**config.mk**
```make
export PLATFORM = sky130hd
export DESIGN_NAME = ingress_hdr_rewriter
export DESIGN_NICKNAME = d
export VERILOG_FILES = /design/src/rtl/hf_pkg.sv /design/src/rtl/hf_mac_reg.sv /design/src/rtl/hf_hdr_build.sv /design/src/rtl/hf_desc_pack.sv /design/src/rtl/hf_out_stage.sv /design/src/rtl/ingress_hdr_rewriter.sv
export SDC_FILE = /design/constraint.sdc
export NUM_CORES = 1
export LEC_CHECK = 0
export BUFFER_PORTS_ARGS = -buffer_cell sky130_fd_sc_hd__buf_2
export CORE_AREA = 2 2 209 211
export CTS_CLUSTER_DIAMETER = 30
export CTS_CLUSTER_SIZE = 12
export DETAILED_ROUTE_END_ITERATION = 6
export DIE_AREA = 0 0 211 213
export HOLD_SLACK_MARGIN = 0.08
export SKIP_CTS_REPAIR_TIMING = 1
export SYNTH_ARGS = -nofsm -noshare
export SYNTH_HDL_FRONTEND = slang
export SYNTH_SLANG_ARGS = --single-unit
```
**constraint.sdc**
```tcl
create_clock -name clk -period 1.48 [get_ports clk]
set_input_delay 0.148 -clock clk [delete_from_list [all_inputs] [get_ports clk]]
set_output_delay 0.148 -clock clk [all_outputs]
set_load 0.01 [all_outputs]
```
**src/rtl/hf_pkg.sv**
```systemverilog
package hf_pkg;
  localparam int MAC_W     = 48;
  localparam int HDR_BYTES = 16;
  localparam int HDR_W     = HDR_BYTES * 8;

  typedef struct packed {
    logic [31:0] handle;
    logic [15:0] ip_len;
    logic [7:0]  hdr_len;
    logic [7:0]  spare;
    logic [3:0]  port;
    logic [19:0] qid;
    logic [7:0]  dst_lsb;
    logic [15:0] vlan;
    logic [15:0] stats;
  } lkp_rec_t;

  typedef struct packed {
    logic [31:0] handle;
    logic [3:0]  rsv_a;
    logic [3:0]  port;
    logic [3:0]  rsv_b;
    logic [19:0] qid;
    logic [15:0] frame_len;
    logic [15:0] stats;
  } qdesc_t;

  localparam int REC_W  = $bits(lkp_rec_t);
  localparam int DESC_W = $bits(qdesc_t);

  // total tagged frame length, wraps at 16 bits
  function automatic logic [15:0] frame_len_of(input logic [15:0] ip_len,
                                               input logic [15:0] tag_len);
    return ip_len + tag_len;
  endfunction

  // byte idx of a MAC, byte 0 being the most significant
  function automatic logic [7:0] mac_byte(input logic [MAC_W-1:0] mac,
                                          input int idx);
    return mac[MAC_W-1-8*idx -: 8];
  endfunction
endpackage

```
**src/rtl/hf_mac_reg.sv**
```systemverilog
module hf_mac_reg
  import hf_pkg::*;
(
  input  logic             clk,
  input  logic             rst_n,
  input  logic             wr,
  input  logic [MAC_W-1:0] val,
  output logic [MAC_W-1:0] mac
);
  always_ff @(posedge clk) begin
    if (!rst_n)  mac <= '0;
    else if (wr) mac <= val;
  end

  // a write is visible on the next cycle
  p_mac_load_r2: assert property (@(posedge clk) disable iff (!rst_n)
    wr |=> mac == $past(val));
endmodule

```
**src/rtl/hf_hdr_build.sv**
```systemverilog
module hf_hdr_build
  import hf_pkg::*;
#(
  parameter logic [15:0] TPID     = 16'h8100,
  parameter int          DST_KEEP = 5
) (
  input  logic [MAC_W-1:0] mac,
  input  logic [7:0]       dst_lsb,
  input  logic [15:0]      vlan,
  output logic [HDR_W-1:0] hdr
);
  localparam int MAC_BYTES = MAC_W / 8;
  localparam int SRC_BASE  = MAC_BYTES;
  localparam int TAG_BASE  = 2 * MAC_BYTES;

  for (genvar i = 0; i < HDR_BYTES; i++) begin : g_byte
    if (i < DST_KEEP) begin : g_dst_keep
      assign hdr[HDR_W-1-8*i -: 8] = mac_byte(mac, i);
    end else if (i < SRC_BASE) begin : g_dst_new
      assign hdr[HDR_W-1-8*i -: 8] = dst_lsb;
    end else if (i < TAG_BASE) begin : g_src
      assign hdr[HDR_W-1-8*i -: 8] = mac_byte(mac, i - SRC_BASE);
    end else if (i == TAG_BASE) begin : g_tpid_hi
      assign hdr[HDR_W-1-8*i -: 8] = TPID[15:8];
    end else if (i == TAG_BASE + 1) begin : g_tpid_lo
      assign hdr[HDR_W-1-8*i -: 8] = TPID[7:0];
    end else if (i == TAG_BASE + 2) begin : g_vlan_hi
      assign hdr[HDR_W-1-8*i -: 8] = vlan[15:8];
    end else begin : g_vlan_lo
      assign hdr[HDR_W-1-8*i -: 8] = vlan[7:0];
    end
  end
endmodule

```
**src/rtl/hf_desc_pack.sv**
```systemverilog
module hf_desc_pack
  import hf_pkg::*;
#(
  parameter logic [15:0] TAG_HDR_LEN = 16'd18
) (
  input  lkp_rec_t rec,
  output qdesc_t   desc
);
  logic [15:0] unused_rec_bytes;
  assign unused_rec_bytes = {rec.hdr_len, rec.spare};

  always_comb begin
    desc           = '0;
    desc.handle    = rec.handle;
    desc.port      = rec.port;
    desc.qid       = rec.qid;
    desc.frame_len = frame_len_of(rec.ip_len, TAG_HDR_LEN);
    desc.stats     = rec.stats;
  end
endmodule

```
**src/rtl/hf_out_stage.sv**
```systemverilog
module hf_out_stage #(
  parameter int W = 8
) (
  input  logic         clk,
  input  logic         rst_n,
  input  logic         load,
  input  logic [W-1:0] din,
  input  logic         take,
  output logic         valid,
  output logic [W-1:0] dout,
  output logic         slot_free
);
  assign slot_free = !valid || take;

  always_ff @(posedge clk) begin
    if (!rst_n) begin
      valid <= 1'b0;
      dout  <= '0;
    end else begin
      if (load)      valid <= 1'b1;
      else if (take) valid <= 1'b0;
      if (load) dout <= din;
    end
  end

  // a stalled output holds its content
  p_hold_stable_r8: assert property (@(posedge clk) disable iff (!rst_n)
    (valid && !take) |=> (valid && $stable(dout)));
  // an accepted packet is shown on the next cycle
  p_load_shows_r9: assert property (@(posedge clk) disable iff (!rst_n)
    load |=> valid);
endmodule

```
**src/rtl/ingress_hdr_rewriter.sv**
```systemverilog
module ingress_hdr_rewriter
  import hf_pkg::*;
#(
  parameter logic [15:0] TPID        = 16'h8100,
  parameter logic [15:0] TAG_HDR_LEN = 16'd18
) (
  input  logic              clk,
  input  logic              rst_n,
  input  logic              cfg_mac_wr,
  input  logic [MAC_W-1:0]  cfg_mac_val,
  input  logic              hdr_valid,
  output logic              hdr_ready,
  input  logic [HDR_W-1:0]  hdr_data,
  input  logic              lkp_valid,
  output logic              lkp_ready,
  input  logic [REC_W-1:0]  lkp_rec,
  output logic              out_valid,
  input  logic              out_ready,
  output logic [HDR_W-1:0]  out_hdr,
  output logic [DESC_W-1:0] out_desc
);
  localparam int STAGE_W = HDR_W + DESC_W;

  logic [MAC_W-1:0] own_mac;
  lkp_rec_t         rec;
  qdesc_t           desc_new;
  logic [HDR_W-1:0] hdr_new;
  logic             slot_free;
  logic             accept_fire;
  logic             out_take;
  logic             out_stall;
  logic [HDR_W-1:0] unused_hdr_data;

  assign rec             = lkp_rec_t'(lkp_rec);
  assign unused_hdr_data = hdr_data;

  hf_mac_reg u_mac (
    .clk(clk), .rst_n(rst_n), .wr(cfg_mac_wr), .val(cfg_mac_val), .mac(own_mac)
  );

  hf_hdr_build #(.TPID(TPID)) u_build (
    .mac(own_mac), .dst_lsb(rec.dst_lsb), .vlan(rec.vlan), .hdr(hdr_new)
  );

  hf_desc_pack #(.TAG_HDR_LEN(TAG_HDR_LEN)) u_desc (
    .rec(rec), .desc(desc_new)
  );

  // joint acceptance of header and lookup record
  assign hdr_ready   = slot_free && lkp_valid;
  assign lkp_ready   = slot_free && hdr_valid;
  assign accept_fire = hdr_valid && lkp_valid && slot_free;
  assign out_take    = out_valid && out_ready;
  assign out_stall   = out_valid && !out_ready;

  hf_out_stage #(.W(STAGE_W)) u_out (
    .clk(clk), .rst_n(rst_n), .load(accept_fire),
    .din({hdr_new, desc_new}), .take(out_take),
    .valid(out_valid), .dout({out_hdr, out_desc}), .slot_free(slot_free)
  );

  // the two inputs are consumed in the same cycle
  p_joint_hdr_r7: assert property (@(posedge clk) disable iff (!rst_n)
    (hdr_valid && hdr_ready) |-> (lkp_valid && lkp_ready));
  p_joint_lkp_r7: assert property (@(posedge clk) disable iff (!rst_n)
    (lkp_valid && lkp_ready) |-> (hdr_valid && hdr_ready));
  // no intake while the output is stalled
  p_no_take_stall_r8: assert property (@(posedge clk) disable iff (!rst_n)
    out_stall |-> (!hdr_ready && !lkp_ready));
  // destination prefix matches the source prefix
  p_dst_prefix_r3: assert property (@(posedge clk) disable iff (!rst_n)
    out_valid |-> (out_hdr[127:88] == out_hdr[79:40]));
  // tag protocol identifier in bytes 12..13
  p_tpid_r4: assert property (@(posedge clk) disable iff (!rst_n)
    out_valid |-> (out_hdr[31:16] == TPID));
  // reserved descriptor nibbles stay zero
  p_rsv_zero_r6: assert property (@(posedge clk) disable iff (!rst_n)
    out_valid |-> (out_desc[63:60] == 4'h0 && out_desc[55:52] == 4'h0));
  // nothing is presented in the cycle after reset
  p_reset_idle_r1: assert property (@(posedge clk)
    !rst_n |=> !out_valid);
endmodule

```
==> impl_metrics.csv <==
group,metric,value,unit
min_path,hp-class,"input port to register",
timing,finalCritPeriodShare,1.001,
detailed_routing,totalWireLength,27420,um
worst_setup_path,r2r_start,"u_out.valid$_SDFFE_PN0P_",
grt,track_usage,0.1048,
finish,drive_gt1_frac,0.3333,
grt,grtUsageMet1,0.1218,
worst_setup_path,crit_chain,"nand2b_4 > buf_4 > nand3_4 > buf_12 > nand2_1 > a21boi_1",
worst_setup_path,cp-start-kind,"register",
power_and_ir_drop,ir_drop,773.8,uV
yosys,synth-async-reset-ratio,0,
yosys,yosysWarnings,0,
floorplan,dieArea,44940,um^2
cts,clock-root-buffer,"clkbuf_16",
timing,post-route-worst-setup-slack,-2.123,ps
yosys,synthCells,943,
detailed_routing,detail-route-antenna-nets,0,
worst_setup_path,crit_path_max_fanout,79,
place,dp.cells,1782,
finish,final_core_util,0.3333,
grt,met3_usage,0.03854,
worst_setup_path,path_delay_family,"buffers and inverters",
yosys,ys_seq_area_frac,0.4987,
yosys,synth_top_cell_by_area,"dfxtp_1",
grt,grt_pass1_wl,37280,um
grt,grt_overflow_total,0,
cts,cts_sinks,210,
yosys,syn_area_per_cell,8.940,um^2
floorplan,num_rows,76,
finish,synthToLayoutAreaGrowth,68.77,%
floorplan,die_y,213,um
cts,cts_tree,"done",
yosys,synth_top_cells_by_count,"303 x nand2_1, 210 x dfxtp_1, 148 x a21boi_1",
worst_setup_path,cp-end-kind,"register",
floorplan,initial_core_util,0.1975,
cts,path_clk_slew,50,ps
cts,worst_skew_pair.late_latency,560,ps
grt,gr-usage-met2,0.1730,
detailed_routing,drtIter0Drc,291,
detailed_routing,post_drt_wl_per_cell,13.34,um
run_status,outcome,"finished with violations",
timing,setup_viol,1,
detailed_routing,vias,8201,
yosys,synth_flop_cell,"dfxtp_1",
worst_setup_path,path_class,"register to register",
floorplan,fp.coreArea,42700,um^2
finish,instances_no_fill,2055,
detailed_routing,routed_via_density,3.991,
worst_setup_path,required,1940,ps
grt,grt_max_degree,98,
run_status,violations,"setup timing",
min_path,hp-start,"cfg_mac_wr",
place,dp_hpwl,17200,um
detailed_routing,drt_pass1_iterations,4,
grt,antenna_found_initial,0,
finish,nFillCells,4246,
cts,cts.htree.levels,2,
timing,maxSlewViolCount,0,
floorplan,pin_count,537,
timing,fin_skew,12.92,ps
timing,max_freq,674.7,MHz
detailed_routing,route.detailed.drc,0,
yosys,yosys.area.top_type_share,0.4987,
worst_setup_path,crit_arrival,1940,ps
yosys,synth_most_common_cell,"nand2_1",
yosys,synth_cell_type_count,34,
yosys,synth_edf_count,0,
finish,nets,1777,
run,drv_cap,0,
power_and_ir_drop,leakage,6.527,nW
yosys,synth_area,8431,um^2
cts,cts_buffers,54,
yosys,synth_area_leaders,"dfxtp_1 50%, nand2_1 13%, a21boi_1 13%",
worst_setup_path,cpMaxStageDelayCell,"dfxtp_2",
grt,grt_pass1_vias,7224,
finish,antenna_cells,0,
floorplan,die_w,211,um
timing,post-route-min-period,1482,ps
worst_setup_path,crit_start,"u_out.valid$_SDFFE_PN0P_",
timing,finalHoldViolations,0,
power_and_ir_drop,cellPowerDensity,1356,nW/um^2
grt,top_usage_layer,"met2",
yosys,ys_ff_latch,210,
place,portBuffers,370,
timing,finalSetupTns,-2.123,ps
worst_setup_path,cpPeakStageDelay,350,ps
place,gp_congestion,0.7712,
power_and_ir_drop,power.total,0.01929,W
cts,clk_path_buf_depth,3,
worst_setup_path,path_buf_inv,2,
==> logic make-up after synthesis <==
family	count (synthesis)	synth area share
xor gates and xnor gates	11	0.01143
DFF	210	0.4987
muxes	48	0.05699
adders and majority gates	1	0.001484
AOI/OAI and AO/OA	176	0.1523
other	1	0.0004448
buffers and inverters	128	0.09113
and+or+nand+nor	368	0.1876
==> state kept, by name, summed over array words and instances (netlist names) <==
signal,count
u_mac.mac,48
u_out.dout,161
u_out.valid,1
==> path summary, 6_finish.rpt <==
check                                 endpoint  slack, ps  cells after the start
setup / recovery   u_out.dout[46]$_SDFFE_PN0P_         -2                      6
hold / removal      u_mac.mac[43]$_SDFFE_PN0P_         50                      3
setup reg to reg   u_out.dout[46]$_SDFFE_PN0P_         -2                      6
hold reg to reg   u_out.dout[187]$_SDFFE_PN0P_        440                      2
==> worst register-to-register path, cell delays in order (launching register included) <==
cell	delay [ps]
dfxtp_2	350
nand2b_4	70
buf_4	140
nand3_4	100
buf_12	290
nand2_1	190
a21boi_1	240
==> power breakdown <==
group          switching (W)  internal, W  leakage [nW]  total [W]
clock                0.00352      0.00782         0.896     0.0113
combinational       0.000871     0.000989          3.91    0.00186
sequential          0.000143      0.00594          1.72    0.00609
total                0.00454       0.0148          6.53     0.0193
==> metrics by stage <==
stage                     hold WS [ps]  setup WS, ps  area [um^2]
after floorplan                  282.8         200.0         8509
after global placement           388.7       -0.1993        10660
after detailed placement         393.8        -18.38        10660
after CTS                       -210.3        -121.1        12480
after global routing             77.50        -35.30        14230
final                            53.69        -2.123        14230
==> routing by layer <==
layer | wire (um) | part of all wire
met4 | 861 | 0.031
met3 | 1884 | 0.069
met1 | 11430 | 0.42
met5 | 0 | 0
met2 | 13250 | 0.48
==> cell usage in the layout, fill, tap and decap left out, types with 2 or more instances in the layout <==
master | synthesis | routed
a21boi_1 | 148 | 148
clkbuf_16 | 0 | 55
a21oi_1 | 8 | 8
clkbuf_8 | 0 | 15
nor2b_1 | 49 | 48
a21oi_2 | 2 | 2
clkinv_2 | 0 | 10
buf_12 | 0 | 11
xnor2_1 | 9 | 9
buf_2 | 35 | 368
nand2_1 | 303 | 303
clkbuf_1 | 25 | 6
xor2_1 | 2 | 2
o21ai_1 | 9 | 9
nor2_1 | 2 | 2
clkinvlp_4 | 0 | 4
dlygate4sd3_1 | 0 | 173
bufinv_16 | 0 | 2
buf_4 | 65 | 21
nand4_1 | 3 | 3
a31o_1 | 2 | 2
mux2i_1 | 48 | 48
o211a_1 | 2 | 2
clkinv_4 | 0 | 5
dfxtp_1 | 210 | 209
conb_1 | 1 | 22
a31oi_1 | 2 | 2
==> layout make-up <==
| class | instances | area (um^2) | share of cell area |
|---|---|---|---|
| Clock buffer | 76 | 1605 | 0.1128 |
| Clock inverter | 23 | 212.7 | 0.01495 |
| Inverter | 1 | 3.754 | 0.0002638 |
| Multi-Input combinational cell | 626 | 3567 | 0.2507 |
| Sequential cell | 210 | 4205 | 0.2956 |
| Tap cell | 546 | 683.2 | 0.04801 |
| Timing Repair Buffer | 573 | 3951 | 0.2777 |
(Power assumes the default switching activity.)
